==> config.mk <==
export PLATFORM = sky130hd
export DESIGN_NAME = dram_freq_switch
export DESIGN_NICKNAME = d
export VERILOG_FILES = /design/src/rtl/dfs_pkg.sv /design/src/rtl/dfs_regs.sv /design/src/rtl/dfs_ctrl.sv /design/src/rtl/dram_freq_switch.sv
export SDC_FILE = /design/constraint.sdc
export NUM_CORES = 1
export LEC_CHECK = 0
export BUFFER_PORTS_ARGS = -buffer_cell sky130_fd_sc_hd__buf_2
export CORE_MARGIN = 2
export CORE_UTILIZATION = 35
export CTS_BUF_LIST = sky130_fd_sc_hd__clkbuf_8
export CTS_CLUSTER_DIAMETER = 80
export DETAILED_ROUTE_END_ITERATION = 16
export PLACE_DENSITY = 0.57
export RECOVER_POWER = 100
export SLEW_MARGIN = 10
export SYNTH_ARGS = -nofsm -noshare
export SYNTH_HDL_FRONTEND = slang
export SYNTH_SLANG_ARGS = --single-unit
==> constraint.sdc <==
create_clock -name clk -period 2.4 [get_ports clk]
set_input_delay 0.36 -clock clk [delete_from_list [all_inputs] [get_ports clk]]
set_output_delay 0.36 -clock clk [all_outputs]
set_load 0.02 [all_outputs]
==> src/rtl/dfs_pkg.sv <==
package dfs_pkg;
  localparam int CTRL_START = 0;
  localparam int CTRL_MODE  = 1;
  localparam int CTRL_BYP   = 2;
  localparam int CTRL_PAD   = 3;
  localparam int CTRL_BUF   = 4;

  typedef enum logic [2:0] {
    SEQ_IDLE,
    SEQ_WAIT,
    SEQ_HOLD,
    SEQ_SWITCH,
    SEQ_COMMIT,
    SEQ_RELEASE
  } seq_state_t;

  typedef struct packed {
    logic commit;
    logic done;
  } seq_strobe_t;
endpackage

==> src/rtl/dfs_regs.sv <==
module dfs_regs
  import dfs_pkg::*;
#(
  parameter int NUM_MASTERS = 4,
  parameter int NUM_TIMING  = 3,
  parameter int ADDR_W      = 8
) (
  input  logic                       clk,
  input  logic                       rstN,
  input  logic                       wrEn,
  input  logic [ADDR_W-1:0]          addr,
  input  logic [31:0]                wrData,
  output logic [31:0]                rdData,
  input  seq_strobe_t                strobes,
  output logic                       startBit,
  output logic                       ctrlMode,
  output logic                       ctrlBypass,
  output logic                       padHoldEn,
  output logic [NUM_MASTERS-1:0]     mask,
  output logic [NUM_TIMING*32-1:0]   timingActive
);
  localparam logic [ADDR_W-1:0] CTRL_OFF = ADDR_W'(0);
  localparam logic [ADDR_W-1:0] MASK_OFF = ADDR_W'(4);
  localparam int                TIM_BASE = 8;

  logic bufEn;
  logic ctrlSel, maskSel;
  logic [NUM_TIMING-1:0] timSel;
  logic [31:0] shadow [NUM_TIMING];
  logic [31:0] active [NUM_TIMING];

  assign ctrlSel = wrEn && (addr == CTRL_OFF);
  assign maskSel = wrEn && (addr == MASK_OFF);

  always_ff @(posedge clk or negedge rstN) begin
    if (!rstN) begin
      startBit   <= 1'b0;
      ctrlMode   <= 1'b0;
      ctrlBypass <= 1'b0;
      padHoldEn  <= 1'b0;
      bufEn      <= 1'b0;
      mask       <= '0;
    end else begin
      if (strobes.done) begin
        startBit <= 1'b0;
      end else if (ctrlSel && !startBit) begin
        startBit   <= wrData[CTRL_START];
        ctrlMode   <= wrData[CTRL_MODE];
        ctrlBypass <= wrData[CTRL_BYP];
        padHoldEn  <= wrData[CTRL_PAD];
        bufEn      <= wrData[CTRL_BUF];
      end
      if (maskSel) mask <= wrData[NUM_MASTERS-1:0];
    end
  end

  for (genvar i = 0; i < NUM_TIMING; i++) begin : g_tim
    assign timSel[i] = wrEn && (addr == ADDR_W'(TIM_BASE + 4*i));
    always_ff @(posedge clk or negedge rstN) begin
      if (!rstN) begin
        shadow[i] <= '0;
        active[i] <= '0;
      end else begin
        if (strobes.commit) active[i] <= shadow[i];
        if (timSel[i]) begin
          shadow[i] <= wrData;
          if (!bufEn) active[i] <= wrData;
        end
      end
    end
    assign timingActive[32*i +: 32] = active[i];

    // an active value moves only through a commit or an unbuffered write
    assert_active_source_R6: assert property (@(posedge clk) disable iff (!rstN)
      !$stable(active[i]) |-> ($past(strobes.commit) || $past(timSel[i] && !bufEn)));
  end

  always_comb begin
    rdData = '0;
    if (addr == CTRL_OFF) begin
      rdData[CTRL_START] = startBit;
      rdData[CTRL_MODE]  = ctrlMode;
      rdData[CTRL_BYP]   = ctrlBypass;
      rdData[CTRL_PAD]   = padHoldEn;
      rdData[CTRL_BUF]   = bufEn;
    end else if (addr == MASK_OFF) begin
      rdData[NUM_MASTERS-1:0] = mask;
    end
    for (int i = 0; i < NUM_TIMING; i++)
      if (addr == ADDR_W'(TIM_BASE + 4*i)) rdData = active[i];
  end

  assert_ctrl_frozen_R9: assert property (@(posedge clk) disable iff (!rstN)
    $past(startBit) |-> ($stable(ctrlMode) && $stable(ctrlBypass) && $stable(padHoldEn) && $stable(bufEn)));

  assert_done_after_commit_R7: assert property (@(posedge clk) disable iff (!rstN)
    $fell(startBit) |-> $past(strobes.commit, 2));
endmodule

==> src/rtl/dfs_ctrl.sv <==
module dfs_ctrl
  import dfs_pkg::*;
#(
  parameter int NUM_MASTERS = 4
) (
  input  logic                   clk,
  input  logic                   rstN,
  input  logic                   startBit,
  input  logic                   padHoldEn,
  input  logic [NUM_MASTERS-1:0] masterReady,
  input  logic [NUM_MASTERS-1:0] mask,
  input  logic                   clkSwAck,
  output logic                   clkSwReq,
  output logic                   padHold,
  output seq_strobe_t            strobes
);
  seq_state_t state, nextState;
  logic allReady;

  assign allReady = &(masterReady | mask);

  always_comb begin
    nextState = state;
    unique case (state)
      SEQ_IDLE:    if (startBit) nextState = SEQ_WAIT;
      SEQ_WAIT:    if (allReady) nextState = SEQ_HOLD;
      SEQ_HOLD:    nextState = SEQ_SWITCH;
      SEQ_SWITCH:  if (clkSwAck) nextState = SEQ_COMMIT;
      SEQ_COMMIT:  nextState = SEQ_RELEASE;
      SEQ_RELEASE: nextState = SEQ_IDLE;
      default:     nextState = SEQ_IDLE;
    endcase
  end

  always_ff @(posedge clk or negedge rstN) begin
    if (!rstN) state <= SEQ_IDLE;
    else       state <= nextState;
  end

  assign clkSwReq       = (state == SEQ_SWITCH);
  assign padHold        = padHoldEn &&
                          (state == SEQ_HOLD || state == SEQ_SWITCH || state == SEQ_COMMIT);
  assign strobes.commit = (state == SEQ_COMMIT);
  assign strobes.done   = (state == SEQ_RELEASE);

  assert_req_after_ready_R3: assert property (@(posedge clk) disable iff (!rstN)
    $rose(clkSwReq) |-> $past(allReady, 2));

  assert_req_held_R4: assert property (@(posedge clk) disable iff (!rstN)
    (clkSwReq && !clkSwAck) |=> clkSwReq);

  assert_pad_covers_req_R5: assert property (@(posedge clk) disable iff (!rstN)
    (clkSwReq && padHoldEn) |-> padHold);

  assert_commit_single_R7: assert property (@(posedge clk) disable iff (!rstN)
    strobes.commit |=> !strobes.commit);
endmodule

==> src/rtl/dram_freq_switch.sv <==
module dram_freq_switch
  import dfs_pkg::*;
#(
  parameter int NUM_MASTERS = 4,
  parameter int NUM_TIMING  = 3,
  parameter int ADDR_W      = 8
) (
  input  logic                     clk,
  input  logic                     rstN,
  input  logic                     regWrEn,
  input  logic [ADDR_W-1:0]        regAddr,
  input  logic [31:0]              regWrData,
  output logic [31:0]              regRdData,
  input  logic [NUM_MASTERS-1:0]   masterReady,
  output logic                     clkSwReq,
  input  logic                     clkSwAck,
  output logic                     clkMode,
  output logic                     clkBypass,
  output logic                     padHold,
  output logic                     commitStrobe,
  output logic [NUM_TIMING*32-1:0] timingActive,
  output logic [15:0]              refInterval,
  output logic [15:0]              refCycles
);
  seq_strobe_t strobes;
  logic startBit, padHoldEn;
  logic [NUM_MASTERS-1:0] mask;

  dfs_regs #(.NUM_MASTERS(NUM_MASTERS), .NUM_TIMING(NUM_TIMING), .ADDR_W(ADDR_W)) u_regs (
    .clk(clk), .rstN(rstN), .wrEn(regWrEn), .addr(regAddr), .wrData(regWrData),
    .rdData(regRdData), .strobes(strobes), .startBit(startBit), .ctrlMode(clkMode),
    .ctrlBypass(clkBypass), .padHoldEn(padHoldEn), .mask(mask), .timingActive(timingActive)
  );

  dfs_ctrl #(.NUM_MASTERS(NUM_MASTERS)) u_ctrl (
    .clk(clk), .rstN(rstN), .startBit(startBit), .padHoldEn(padHoldEn),
    .masterReady(masterReady), .mask(mask), .clkSwAck(clkSwAck),
    .clkSwReq(clkSwReq), .padHold(padHold), .strobes(strobes)
  );

  assign commitStrobe = strobes.commit;
  assign refInterval  = timingActive[31:16];
  assign refCycles    = timingActive[15:0];
endmodule

# After elaboration in Yosys (flattened, before gate mapping)
# Cells that the tools add are included.
dict set report word_totals {
  in_bits 48
  register_bits 204
}
dict set report op_classes {
  mux 21
  n_reduce_logical 16
  bitwise_logic 2
  eq_ne 12
}
# cell count
set ops {}
lappend ops {{32-bit 2-to-1 mux} 12}
lappend ops {{8-bit by 4-bit equality test with 1-bit output (second input constant)} 2}
lappend ops {{3-bit one-hot mux with 5 select lines} 1}
lappend ops {{3-bit 2-to-1 mux} 3}
lappend ops {{8-bit by 3-bit equality test with 1-bit output (second input constant)} 1}
lappend ops {{8-bit by 5-bit equality test with 1-bit output (second input constant)} 1}
lappend ops {{8-bit logical NOT} 1}
lappend ops {{4-bit 2-to-1 mux} 2}
lappend ops {{1-bit logical AND} 7}
lappend ops {{3-bit by 2-bit equality test with 1-bit output (second input constant)} 2}
lappend ops {{3-bit equality test (second input constant)} 2}
lappend ops {{2-bit by 1-bit != test with 1-bit output (second input constant)} 2}
lappend ops {{4-bit OR} 1}
lappend ops {{4-bit AND reduction} 1}
lappend ops {{3-bit by 1-bit equality test with 1-bit output (second input constant)} 1}
lappend ops {{3-bit logical NOT} 1}
lappend ops {{1-bit 2-to-1 mux} 3}
lappend ops {{3-bit AND reduction} 1}
lappend ops {{1-bit logical OR} 2}
lappend ops {{2-bit != test (second input constant)} 1}
lappend ops {{2-bit AND reduction} 1}
lappend ops {{2-bit nonzero test} 1}
lappend ops {{1-bit logical NOT} 1}
lappend ops {{1-bit inverter} 1}

# Depth between registers and ports, before layout
dict set report depth {
  depth_word 6
  ltp_mapped 7
}

# By module
# A second synthesis with hierarchy kept.
dict set report unflattened {
  hier_cells 822
  area_unflattened_um2 9678.0
}
# mod instances seq_area_each_um2 area_each_um2 cells_per_inst
set by_module_without_submodules {}
lappend by_module_without_submodules {dfs_regs 1 5029.8 9228.9 769}
lappend by_module_without_submodules {dram_freq_switch 1 0.0 240.2 32}
lappend by_module_without_submodules {dfs_ctrl 1 75.1 209.0 21}

# Worst setup path before layout
# Ideal clock, no wire load.
dict set report synth_timing {
  path_kind {input-to-output}
  start {input regAddr[3]}
  end {output regRdData[2]}
  path_slack_ns -0.302
  arrival_ns 2.342
  cell_stages 5
  path_cell_list {clkbuf_1 clkbuf_1 a211oi_1 o211ai_1 a2111oi_0}
}
dict set report synth_between {
  elab_chain_len 6
  word_cells_on_any_way 10
  classes_between {eq/ne: 4; mux: 5; reduce/logical: 1}
}
# element line
set synth_rtl {}
lappend synth_rtl {{start: declaration} dram_freq_switch.sv:11} ;# input logic [ADDR_W-1:0] regAddr,
lappend synth_rtl {{8-bit by 3-bit equality test with 1-bit output} dfs_regs.sv:86} ;# end else if (addr == MASK_OFF) begin
lappend synth_rtl {{4-bit 2-to-1 mux} dfs_regs.sv:86}
lappend synth_rtl {{4-bit 2-to-1 mux} dfs_regs.sv:80} ;# if (addr == CTRL_OFF) begin
lappend synth_rtl {{32-bit 2-to-1 mux (2 in a row)} dfs_regs.sv:90} ;# if (addr == ADDR_W'(TIM_BASE + 4*i)) rdData = active[i];
lappend synth_rtl {{32-bit 2-to-1 mux *} dfs_regs.sv:90}
lappend synth_rtl {{end: declaration} dram_freq_switch.sv:13} ;# output logic [31:0] regRdData,
# Every way passes the cells marked *; elsewhere a longest branch is shown, timed or not.

# Worst setup path after layout
dict set report layout_timing {
  start {register u_ctrl.state[0]}
  end {output padHold}
}
dict set report layout_between {
  elab_chain_len 4
  word_cells_on_any_way 6
  classes_between {eq/ne: 3; reduce/logical: 3}
}
# element line
set layout_rtl {}
lappend layout_rtl {{start: declaration} dfs_ctrl.sv:17} ;# seq_state_t state, nextState;
lappend layout_rtl {{start signal: assignment} dfs_ctrl.sv:37} ;# else state <= nextState;
lappend layout_rtl {{3-bit by 2-bit equality test with 1-bit output} dfs_ctrl.sv:42} ;# (state == SEQ_HOLD || state == SEQ_SWITCH || state == SEQ_COMMIT);
lappend layout_rtl {{1-bit logical OR} dfs_ctrl.sv:42}
lappend layout_rtl {{1-bit logical OR *} dfs_ctrl.sv:42}
lappend layout_rtl {{1-bit logical AND *} dfs_ctrl.sv:41} ;# assign padHold = padHoldEn &&
lappend layout_rtl {{end: declaration} dram_freq_switch.sv:19} ;# output logic padHold,
# Marks and branches as above.

==> results.md <==
* Status: finished clean
* CP max stage cell: dfrtp_1
* Die height at 174.6 µm
* Most used DFF post-synth: dfrtp_1
* # Max-Cap Violations at 0
* Hold path start: clkSwAck
* CORE AREA at approximately 29000 µm²
* Synth Area per Inst at between 10 and 15 µm²
* WL per Instance at 19.29 µm
* GRT Util Overall at 17.02%
* Max FO, Critical Path at 34
* Syn nets at 790
* Num CTS Buffers at 38
* Yosys top cell area share at 50.10%
* CTS tree: done
* Flop pwr share at 44.3%
* Post-route cell area at 12130 µm²
* Buf+Inv Stages, Crit Path at 2
* Total Routed Length at between 20000 and 30000 µm
* R2r setup slk at 0.15 ns
* Register area share after synthesis at 50.10%
* Required time of the critical path at 2.04 ns
* CTS root buffer: clkbuf_8
* Largest net degree at the start of global routing at 66
* Share of cells above drive strength 1 at 47.07%
* Setup-failing EPs final at 0
* P_int at 0.006627 W
* CP endpoint kind: output port
* Post-Layout Cell Count at 1358
* Die X-Extent at 174.6 µm
* Reg2reg end: u_regs.timingActive[52]
* Placed instance area at about 12000 µm²
* Switching part of the total power at between 30% and 40%
* Kind of critical path: register to output port
* Synth warn at 0
* Yosys cell types at 47
* Clock network fraction of total power at 33.0%
* Final HPWL DP at 17740 µm
* Starting density of the core at a little over a third
* Critical path arrival at 1.91 ns
* RSZ-0062 raised after global routing: no
* Die area at 30490 µm²
* Final min period at 2.271 ns
* Gate power share at a little under a quarter
* Average via count per standard cell at 4.996
* Crit start category: register
* VDD IR-drop max at 0.0004204 V
* Max Transition Viols Final at 0
* Worst R2R Path Depth at 4
* Total net switching power at 0.003076 W
* Reg2reg start: u_ctrl.state[0]
* Synth-to-Final Area Change at 19.08%
* Initial antenna violation count at 2
* Post-synth top area cell: dfrtp_1
* Number of enable flip-flop cells after synthesis at 0
* Clk buf depth at 3
* Syn Inst Count at 742
* Setup TNS at 0 ns
* Grt total ovfl at 0
* Worst stage delay on the critical path at 0.47 ns
* Antenna viol nets, final at 0
* Htree depth at 2
* Final setup skew at 0.02620 ns
* Pre-antenna DRT Iters at 4
* Hold EP: u_ctrl.state[2]
* Delay-heaviest family, CP: flip-flops
* Tcrit/Tclk final at 94.63%
* Num ports at approximately 210
* Rel. slew slack at about a fifth
* Starting DRT DRC Count at 264
* Cell count along the critical path at 4
* Placed cell count at 1295
* CTS clk-pin slew, worst paths at 0.06 ns
* CP cell instances: nor3b_4, buf_12, o21a_1, clkbuf_2
* DRC viols at 0
* Count of buffers from port buffering at 212
* Fill cell count at ~2800
* Skew-Pair Late Insertion Delay at 0.51 ns
* CTS sink cnt at 204
* Nets at 1000
* First-pass GRT wire length at 40620 µm
* Vias in the first global route at between 6000 and 7000
* Worst hold path class: primary input to register
* GPL Wtd Cong at 0.7452
* Cell Area, Synth at between 10000 and 15000 µm²
* Setup Buffers After CTS at 0
* Fmax at ~0.44 GHz
* Yosys reg bits at roughly 200
* Worst-Margin Slew at roughly 1.2 ns
* Hold path cells at 2
* LEAKAGE at between 5 and 6 nW
* Hold Vio Cnt, Final at 0
* Via count at about 6800
* Async set-reset flop share out of synthesis at 100.0%
* Largest cells by area after synthesis: dfrtp_1, mux2_2, mux2_4, buf_4, a32oi_1
* Pwr/cell area at about 800 nW/µm²
* Rows at between 60 and 70
## stage by stage
stage,worst slack [ns],total power [W],hold WS (ns),util (%)
floorplan,0.004317,0.005983,0.06441,-
global placement,0.1366,0.006745,0.3418,41.05
detailed placement,0.1317,0.006786,0.3428,41.05
CTS,0.007487,0.01005,0.08849,43.62
global route,0.01392,0.01023,0.1029,42.26
finish,0.1288,0.009703,0.1158,42.27
## power groups by stage
stage	logic (W)	clock network (W)	registers, W
floorplan	0.00135	0	0.00463
global placement	0.00242	0	0.00433
detailed placement	0.00245	0	0.00434
CTS	0.00245	0.00332	0.00428
global route	0.00238	0.00348	0.00437
finish	0.00221	0.00320	0.00429
## state kept, by name, indices dropped and copies added, names as in the netlist
name and cells:
u_regs.shadow 96, u_regs.timingActive 96, u_ctrl.state 3, u_regs.bufEn 1, u_regs.ctrlMode 1, u_regs.startBit 1, u_regs.padHoldEn 1, u_regs.ctrlBypass 1
u_regs.mask 4
## synthesized netlist by cell type, drive strengths merged, types with 2 or more instances
cell type,n
a21oi,4
dfrtp,204
mux2,323
nor3b,4
nand2b,3
clkbuf,38
buf,44
nand3,3
nor2,32
nand4b,2
or4,2
o21ba,3
a2111oi,3
nand2,4
or3,4
nor4b,3
o211ai,3
nor3,7
inv,8
a32oi,27
## kinds of logic (layout without fill, tap and decap cells)
logic type	count (synthesis)	after routing	share of synthesized area (%)
AO/OA/AOI/OAI	54	54	4.409
multiplexers	324	324	36.90
AND/OR/NAND/NOR	70	70	3.709
buffers and inverters	90	321	4.875
other	0	1	0
flip-flops	204	204	50.10
## how the worst max path moves through the flow
stage	start	end	slack, ns
after floorplan	regAddr[3]	regRdData[0]	0.004
after global placement	regAddr[0]	u_regs.timingActive[55]	0.14
after detailed placement	regAddr[0]	u_regs.timingActive[59]	0.13
after CTS	u_ctrl.state[0]	padHold	0.007
after global routing	regAddr[7]	u_regs.shadow[48]	0.01
final	u_ctrl.state[0]	padHold	0.13
## cells in the final DEF (no fill, tap or decap), types with 4 or more instances in the layout
master      n
clkbuf_8   49
buf_12      9
a21oi_1     4
clkbuf_2   18
mux2_1     30
mux2_2    293
buf_2      50
buf_4      18
dfrtp_1   204
a32oi_1    27
or3_1       4
nand2_1     4
nor2_1     32
clkbuf_1  152
nor3_1      7
inv_1      16
## repair_timing
| item | in CTS | in global routing |
|---|---|---|
| hold buffers | 1 | 0 |
| endpoints found under the hold margin | 42 | 0 |
| gates resized for setup | 0 | 1 |
| setup endpoints to repair | 0 | 1 |
## final cells by class
type	instances	area, µm²	area share (%)
multi-input combinational	448	4518	37.24
clock buffer	49	674.4	5.558
timing repair buffer	252	1270	10.47
antenna	1	2.502	0.02062
clock inverter	12	52.55	0.4331
inverter	8	30.03	0.2475
sequential	204	5105	42.07
tap	384	480.5	3.960
## routing by layer
metal | part of all wire, % | up-vias | track usage, % | wire length, µm
met5 | 0.027 | - | 0 | 7
met4 | 1.6 | 2 | 4.236 | 406
met3 | 6.1 | 44 | 3.590 | 1592
met2 | 46 | 195 | 26.84 | 12170
met1 | 46 | 3422 | 24.00 | 12020
li1 | - | 3121 | - | -
## worst register-to-register path, stage by stage (launching register included)
cell     delay (ns)
dfrtp_1        0.47
nor3b_4        0.31
buf_6          0.57
mux2_2         0.47
mux2_1         0.29
Note: power is estimated with default switching activity, not from simulation.
